File: src/rtl/rvt_pkg.sv
package rvt_pkg;

    localparam int DATA_MAX = 16;
    localparam int CRC_W    = 4;
    localparam int LEN_W    = $clog2(DATA_MAX + 1);
    localparam int CNT_W    = $clog2(DATA_MAX + CRC_W + 1);
    localparam int RSN_W    = 3;

    localparam logic [CRC_W-1:0] CRC_POLY = 4'b0001;
    localparam logic [CRC_W-1:0] CRC_SEED = 4'b1010;

    typedef enum logic [RSN_W-1:0] {
        RSN_OK     = 3'd0,
        RSN_FIRST  = 3'd1,
        RSN_GROW   = 3'd2,
        RSN_SHRINK = 3'd3,
        RSN_CRC    = 3'd4
    } reason_e;

    typedef struct packed {
        logic [LEN_W-1:0] len;
        logic             active;
    } frame_rec_t;

    typedef struct packed {
        logic [DATA_MAX-1:0] data;
        logic [CRC_W-1:0]    crc_calc;
        logic [CRC_W-1:0]    crc_rx;
        logic [CNT_W-1:0]    count;
    } capture_t;

    function automatic logic [CRC_W-1:0] crc_step(input logic [CRC_W-1:0] c,
                                                  input logic din);
        logic                fb;
        logic [CRC_W-1:0]    nx;
        fb = c[CRC_W-1] ^ din;
        nx = {c[CRC_W-2:0], 1'b0};
        if (fb) nx = nx ^ CRC_POLY;
        return nx;
    endfunction

    function automatic logic is_long(input logic [LEN_W-1:0] len);
        return len == LEN_W'(DATA_MAX);
    endfunction

endpackage

File: src/rtl/rvt_len_history.sv
module rvt_len_history
    import rvt_pkg::*;
(
    input  logic             clk,
    input  logic             rst,
    input  logic             frame_start,
    input  logic [LEN_W-1:0] frame_len,
    output frame_rec_t       cur,
    output frame_rec_t       prev
);

    always_ff @(posedge clk) begin
        if (rst) begin
            cur  <= '{len: LEN_W'(DATA_MAX), active: 1'b0};
            prev <= '{len: LEN_W'(DATA_MAX), active: 1'b0};
        end else if (frame_start) begin
            prev <= cur;
            cur  <= '{len: frame_len, active: 1'b1};
        end
    end

endmodule

File: src/rtl/rvt_reply_capture.sv
module rvt_reply_capture
    import rvt_pkg::*;
(
    input  logic             clk,
    input  logic             rst,
    input  logic             frame_start,
    input  logic             rx_valid,
    input  logic             rx_bit,
    input  logic [LEN_W-1:0] exp_len,
    output capture_t         cap
);

    logic [CNT_W-1:0] data_end;
    logic [CNT_W-1:0] frame_end;

    assign data_end  = CNT_W'(exp_len);
    assign frame_end = CNT_W'(exp_len) + CNT_W'(CRC_W);

    always_ff @(posedge clk) begin
        if (rst || frame_start) begin
            cap.data     <= '0;
            cap.crc_calc <= CRC_SEED;
            cap.crc_rx   <= '0;
            cap.count    <= '0;
        end else if (rx_valid && (cap.count < frame_end)) begin
            cap.count <= cap.count + 1'b1;
            if (cap.count < data_end) begin
                cap.data     <= {cap.data[DATA_MAX-2:0], rx_bit};
                cap.crc_calc <= crc_step(cap.crc_calc, rx_bit);
            end else begin
                cap.crc_rx <= {cap.crc_rx[CRC_W-2:0], rx_bit};
            end
        end
    end

endmodule

File: src/rtl/rvt_verdict.sv
module rvt_verdict
    import rvt_pkg::*;
(
    input  frame_rec_t cur,
    input  frame_rec_t prev,
    input  capture_t   cap,
    output reason_e    verdict
);

    logic prev_long;
    logic cur_long;
    logic complete;

    assign prev_long = is_long(prev.len);
    assign cur_long  = is_long(cur.len);
    assign complete  = cap.count == (CNT_W'(prev.len) + CNT_W'(CRC_W));

    always_comb begin
        if (!prev.active)
            verdict = RSN_FIRST;
        else if (!prev_long && cur_long)
            verdict = RSN_GROW;
        else if (prev_long && !cur_long)
            verdict = RSN_SHRINK;
        else if (!complete || (cap.crc_calc != cap.crc_rx))
            verdict = RSN_CRC;
        else
            verdict = RSN_OK;
    end

endmodule

File: src/rtl/resp_validity_tracker.sv
module resp_validity_tracker
    import rvt_pkg::*;
(
    input  logic                clk,
    input  logic                rst,
    input  logic                frame_start,
    input  logic [LEN_W-1:0]    frame_len,
    input  logic                rx_valid,
    input  logic                rx_bit,
    output logic                reply_ok,
    output logic [RSN_W-1:0]    reason,
    output logic [DATA_MAX-1:0] reply_word
);

    frame_rec_t cur;
    frame_rec_t prev;
    capture_t   cap;
    reason_e    verdict;

    rvt_len_history u_hist (
        .clk         (clk),
        .rst         (rst),
        .frame_start (frame_start),
        .frame_len   (frame_len),
        .cur         (cur),
        .prev        (prev)
    );

    rvt_reply_capture u_cap (
        .clk         (clk),
        .rst         (rst),
        .frame_start (frame_start),
        .rx_valid    (rx_valid),
        .rx_bit      (rx_bit),
        .exp_len     (prev.len),
        .cap         (cap)
    );

    rvt_verdict u_verdict (
        .cur     (cur),
        .prev    (prev),
        .cap     (cap),
        .verdict (verdict)
    );

    always_ff @(posedge clk) begin
        if (rst) begin
            reply_ok   <= 1'b0;
            reason     <= RSN_FIRST;
            reply_word <= '0;
        end else if (frame_start && cur.active) begin
            reply_ok   <= (verdict == RSN_OK);
            reason     <= verdict;
            reply_word <= cap.data;
        end
    end

endmodule

File: config.mk
export PLATFORM = sky130hd
export DESIGN_NAME = resp_validity_tracker
export DESIGN_NICKNAME = d
export VERILOG_FILES = /design/src/rtl/rvt_pkg.sv /design/src/rtl/rvt_len_history.sv /design/src/rtl/rvt_reply_capture.sv /design/src/rtl/rvt_verdict.sv /design/src/rtl/resp_validity_tracker.sv
export SDC_FILE = /design/constraint.sdc
export NUM_CORES = 1
export LEC_CHECK = 0
export CAP_MARGIN = 30
export CORE_MARGIN = 4
export CORE_UTILIZATION = 55
export DETAILED_ROUTE_END_ITERATION = 8
export GPL_TIMING_DRIVEN = 0
export HOLD_SLACK_MARGIN = 0.08
export PLACE_DENSITY = 0.86
export SETUP_SLACK_MARGIN = 0.3
export SYNTH_ARGS = -nofsm -noshare
export SYNTH_HDL_FRONTEND = slang
export SYNTH_SLANG_ARGS = --single-unit
File: constraint.sdc
create_clock -name clk -period 2.8 [get_ports clk]
set_input_delay 0.42 -clock clk [delete_from_list [all_inputs] [get_ports clk]]
set_output_delay 0.42 -clock clk [all_outputs]
set_load 0.05 [all_outputs]
**Word-level counts from Yosys, hierarchy flattened**

Cells that the tools add are included.

- Add/sub/neg operators: 2
- $mul: 0
- Divide/modulo/power cells: 0
- Magnitude comparators: 2
- Equal/unequal tests: 4
- Shift-type cells: 0
- Mux-type cells: 5
- Bitwise logic cells: 2
- Reductions and logical operators: 12

Operator list:

| kind | count |
|---|---|
| $mux W3 | 4 |
| $eq A5 B5 Y1 const B | 2 |
| $lt A5 B5 Y1 | 2 |
| $add A5 B1 Y5 const B | 1 |
| $add A5 B3 Y5 const B | 1 |
| $eq A5 B5 Y1 | 1 |
| $logic_and A1 B1 Y1 | 4 |
| $ne A4 B4 Y1 | 1 |
| $reduce_and A2 Y1 | 2 |
| $logic_not A1 Y1 | 3 |
| $logic_not A3 Y1 | 1 |
| $logic_or A1 B1 Y1 | 2 |
| $mux W1 | 1 |
| $not A1 Y1 | 1 |
| $xor A1 B1 Y1 | 1 |

- Bits in registers: 61
- Bits in latches: 0
- RAM bits: 0
- Bits in read-only memories: 0
- Bits of input ports: 10
- Logic and storage cells: 38
- Memories: 0

**Longest topological paths before layout**

- Depth in word-level cells: 9
- Depth in mapped cells: 10
- Depth with buffers taken out: 10

**By module**

From an unflattened synthesis, not the netlist that was laid out.

- Cells, all modules: 308
- Area total of the unflattened synthesis: 2825.2 sq um

Modules (own cells, without submodules):

| module | times used | cells each | area each (sq um) |
|---|---|---|---|
| rvt_reply_capture | 1 | 153 | 1330.0 |
| resp_validity_tracker | 1 | 90 | 870.8 |
| rvt_len_history | 1 | 38 | 419.2 |
| rvt_verdict | 1 | 27 | 205.2 |

**Worst setup path before layout**

OpenSTA, ideal clock, no wires.

- Path type: reg-to-reg
- Start: register, netlist name u_hist.prev[3]
- End: register, netlist name u_cap.cap[22]
- Setup time: 0.072 ns
- Arrival: 2.069 ns
- Data required time: 2.728 ns
- Setup slack: 0.659 ns
- Stages on the path, launching flop included: 11
- Buffers on the path: 1
- Clock period less this slack: 2.141 ns
- Cell sequence: dfxtp_1 > inv_1 > ha_1 > inv_1 > ha_1 > a21o_1 > nand2_1 > nand4b_4 > nor2_4 > buf_8 > mux2i_1

- Longest elaborated chain between the ends: 4
- Elaborated cells on any way between the ends: 5
- Those cells by class: 1 x add/sub; 2 x order compare; 2 x reduce/logical

RTL lines:

| item | RTL line | RTL |
|---|---|---|
| $add A5 B3 Y5 | rvt_reply_capture.sv:17 | `assign frame_end = CNT_W'(exp_len) + CNT_W'(CRC_W);` |
| $lt A5 B5 Y1 | rvt_reply_capture.sv:25 | `end else if (rx_valid && (cap.count < frame_end)) begin` |
| $logic_and A1 B1 Y1 | rvt_reply_capture.sv:25 |  |
| $reduce_and A2 Y1 (no source line) (*) | n/a |  |

Every way passes the cells marked *; elsewhere a longest branch is shown, timed or not.
A chain may end at the register's enable or synchronous reset.

**Final worst setup path**

- Start: register, netlist name u_hist.prev[3]
- End: register, netlist name u_cap.cap[26]

- Longest elaborated chain between the ends: 4
- Elaborated cells on any way between the ends: 5
- Those cells by class: 1 x add/sub; 2 x order compare; 2 x reduce/logical

RTL lines:

| item | RTL line |
|---|---|
| $add A5 B3 Y5 | rvt_reply_capture.sv:17 |
| $lt A5 B5 Y1 | rvt_reply_capture.sv:25 |
| $logic_and A1 B1 Y1 | rvt_reply_capture.sv:25 |
| $reduce_and A2 Y1 (no source line) (*) | n/a |

Marked as above.

==> results.py <==
metrics = {
    "place": {
        "gp_congestion": 0.832,
        "post-place-ws_ns": 0.440,
        "io_buffers": 28,
        "hpwl_um": 3610,
        "dpl_cell_area_mm2": 0.00294,
    },
    "power": {
        "pwr-share-seq_pct": 47.2,
        "vdd_drop_max_uv": 374,
        "switching_share_pct": 23.7,
        "powerDensity_mw_per_mm2": 601,
        "clkPwrFrac_pct": 45.0,
        "p_comb_share_pct": 7.8,
        "intPower_mw": 1.45,
        "p_leak_nw": 1.28,
        "p_sw_uw": 451,
    },
    "route": {
        "dr.first_iter.drc_count": 96,
        "drc_errors": 0,
        "routed_wl_um": 5260,
        "wl_per_cell_um": 14.0,
        "via_per_inst": 5.45,
        "postRouteAntennaNets": 0,
        "drtPass1Iterations": 4,
        "vias": 2050,
    },
    "floorplan": {
        "die_h_um": 76.7,
        "fp.dieArea_mm2": 0.00589,
        "start_util_pct": 58.1,
        "die_w_um": 76.7,
        "fp.coreArea_mm2": 0.00447,
        "io_pins": 30,
        "rows": 24,
    },
    "run": {
        "maxCapViolations": 0,
    },
    "clocking": {
        "cts_resized": 0,
        "numClockSinks": 61,
        "htree_num_levels": 3,
        "clkTransAtPathRegs_ns": 0.07,
        "cts_buffers": 9,
        "cts_tree": "done",
        "cts_buffer_depth": 2,
        "cts-hold-fix-buffers": 0,
        "postCtsSetupBuffers": 0,
        "cts-root-buf": "clkbuf_8",
        "clkLatencyLatePin_ns": 0.34,
    },
    "synthesis": {
        "synth_edf_count": 0,
        "async_flop_share_pct": 0,
        "syn_nets": 304,
        "synth_cell_types": 38,
        "synthCells": 280,
        "yosys_register_bits": 61,
        "synth_warnings": 0,
        "ys.flop_type": "dfxtp_1",
        "avgSynthCellArea_um2": 9.28,
        "syn_area_mm2": 0.00260,
        "yosysSeqAreaShare_pct": 47.0,
    },
    "sta": {
        "fmax_mhz": 427,
        "finalSetupTns_ns": 0,
        "worst_slack_ns": 0.457,
        "period_share_pct": 83.7,
        "hold_viol_final": 0,
        "worstMarginPinSlew_ns": 0.522,
        "finClkSkew_ns": 0.00771,
        "max_slew_margin_pct": 65.2,
        "slew_viol_final": 0,
        "rsz0062_at_grt": "no",
        "timing.final.crit_period_ns": 2.34,
        "finalSetupViolCount": 0,
    },
    "finish": {
        "fin_nets": 343,
        "fin_area_mm2": 0.00316,
        "n_antenna_cell": 0,
        "final_common_cell": "nand2_1",
        "final_cell_mix": "nand2_1 (62), dfxtp_1 (61), mux2i_1 (33), clkdlybuf4s50_1 (28), a21oi_1 (23)",
        "drive_gt1_share_pct": 8.64,
        "fillers": 348,
        "multiInputGateArea_mm2": 0.00125,
        "register_area_mm2": 0.00122,
        "area_delta_synth_final_pct": 21.6,
    },
    "critical_path": {
        "cp_cell_sequence": "inv_1, ha_1, inv_1, ha_1, a21o_1, nand2_1, nand4b_4, nor2_4, buf_8, mux2i_1",
        "slowest_delay_ns": 0.39,
        "cp-end-kind": "register",
        "crit_type": "register to register",
        "worst_path_max_delay_cell": "dfxtp_1",
        "worst-path-max-fanout": 10,
        "crit_arrival_ns": 2.61,
        "startpoint_type": "register",
        "critPathRequiredTime_ns": 3.07,
    },
    "global_route": {
        "grt_pass1_wl_um": 8830,
        "track_usage_pct": 19.0,
        "gr-total-overflow": 0,
        "antenna_found_initial": 0,
        "grt_pass1_vias": 1949,
        "grt_max_degree": 12,
    },
    "run_status": {
        "outcome": "finished clean",
    },
    "min_path": {
        "hold_path_class": "register to register",
    },
}
[power by group through the flow]
stage / clock network, mW / registers, mW / logic [mW]
2_1_floorplan: 0 / 0.913 / 0.106
6_report: 0.855 / 0.895 / 0.148
4_1_cts: 0.858 / 0.895 / 0.148
5_1_grt: 0.905 / 0.896 / 0.163
3_3_place_gp: 0 / 0.913 / 0.142
3_5_place_dp: 0 / 0.914 / 0.146
[stage by stage]
step,utilization [%],power (mW),hold slack [ns],cells
6_report,70.6,1.90,0.452,376
3_3_place_gp,65.8,1.06,0.443,360
5_1_grt,70.6,1.96,0.474,376
3_5_place_dp,65.8,1.06,0.445,360
4_1_cts,70.6,1.90,0.451,376
2_1_floorplan,-,1.02,0.432,280
[final timing paths]
check | startpoint | to | slack, ns | depth (start not counted)
worst min-delay path | reply_word[4] | reply_word[4] | 0.45 | 2
worst max-delay path | u_hist.prev[3] | u_cap.cap[26] | 0.46 | 10
worst max register to register | u_hist.prev[3] | u_cap.cap[26] | 0.46 | 10
worst min register to register | reply_word[4] | reply_word[4] | 0.45 | 2
[area by class of cell]
type	count	share of cell area [%]
multi-input cells	193	39.7
flip-flops and latches	61	38.7
repair buffers	28	8.87
clock buffers	10	4.04
clock inverters	6	2.77
plain buffers	15	2.58
well taps	52	2.06
inverters	11	1.31
[synthesized netlist by cell type (2+ instances only)]
cell	number	area (um2)
inv_1	11	41.3
clkbuf_1	7	26.3
or4_1	2	15.0
or3_1	2	12.5
o21ai_0	3	15.0
xnor2_1	4	35.0
nand2_1	62	233
nand3_1	5	25.0
a21oi_1	23	115
ha_1	14	175
xor2_1	3	26.3
buf_2	4	20.0
o211ai_1	3	22.5
mux2i_1	33	330
nand2b_1	2	12.5
nor2_1	20	75.1
dfxtp_1	61	1220
[metal layers]
metal  global-route usage (%)  wire length (um)
met1                     23.3              2540
met2                     30.2              2380
met3                     5.15               178
met4                     10.3               161
met5                        0                 0
[critical path, delay by kind of cell (launching register included)]
kind	cells	cell delay, ns
compound gates	1	0.19
fa+ha+maj	2	0.59
simple gates	3	0.58
buf+inv	3	0.34
mux	1	0.19
flops	1	0.39
[kinds of logic (layout without fill, tap and decap cells)]
kind of cell             Yosys count  after routing  share of synthesized area (%)
flip-flops                        61             61                           47.0
XOR/XNOR                           7              7                           2.36
AO/OA/AOI/OAI                     34             34                           7.71
adder cells (fa/ha/maj)           14             14                           6.74
buffers and inverters             26             70                           4.72
AND/OR/NAND/NOR                  105            105                           18.7
multiplexers                      33             33                           12.7
[sequential cells by signal, summed over array words and instances, names as in the netlist]
| name | flops |
|---|---|
| reply_word | 16 |
| u_cap.cap | 29 |
| reply_ok | 1 |
| reason | 3 |
| u_hist.prev | 6 |
| u_hist.cur | 6 |
Power figures use the tool's default switching activity.
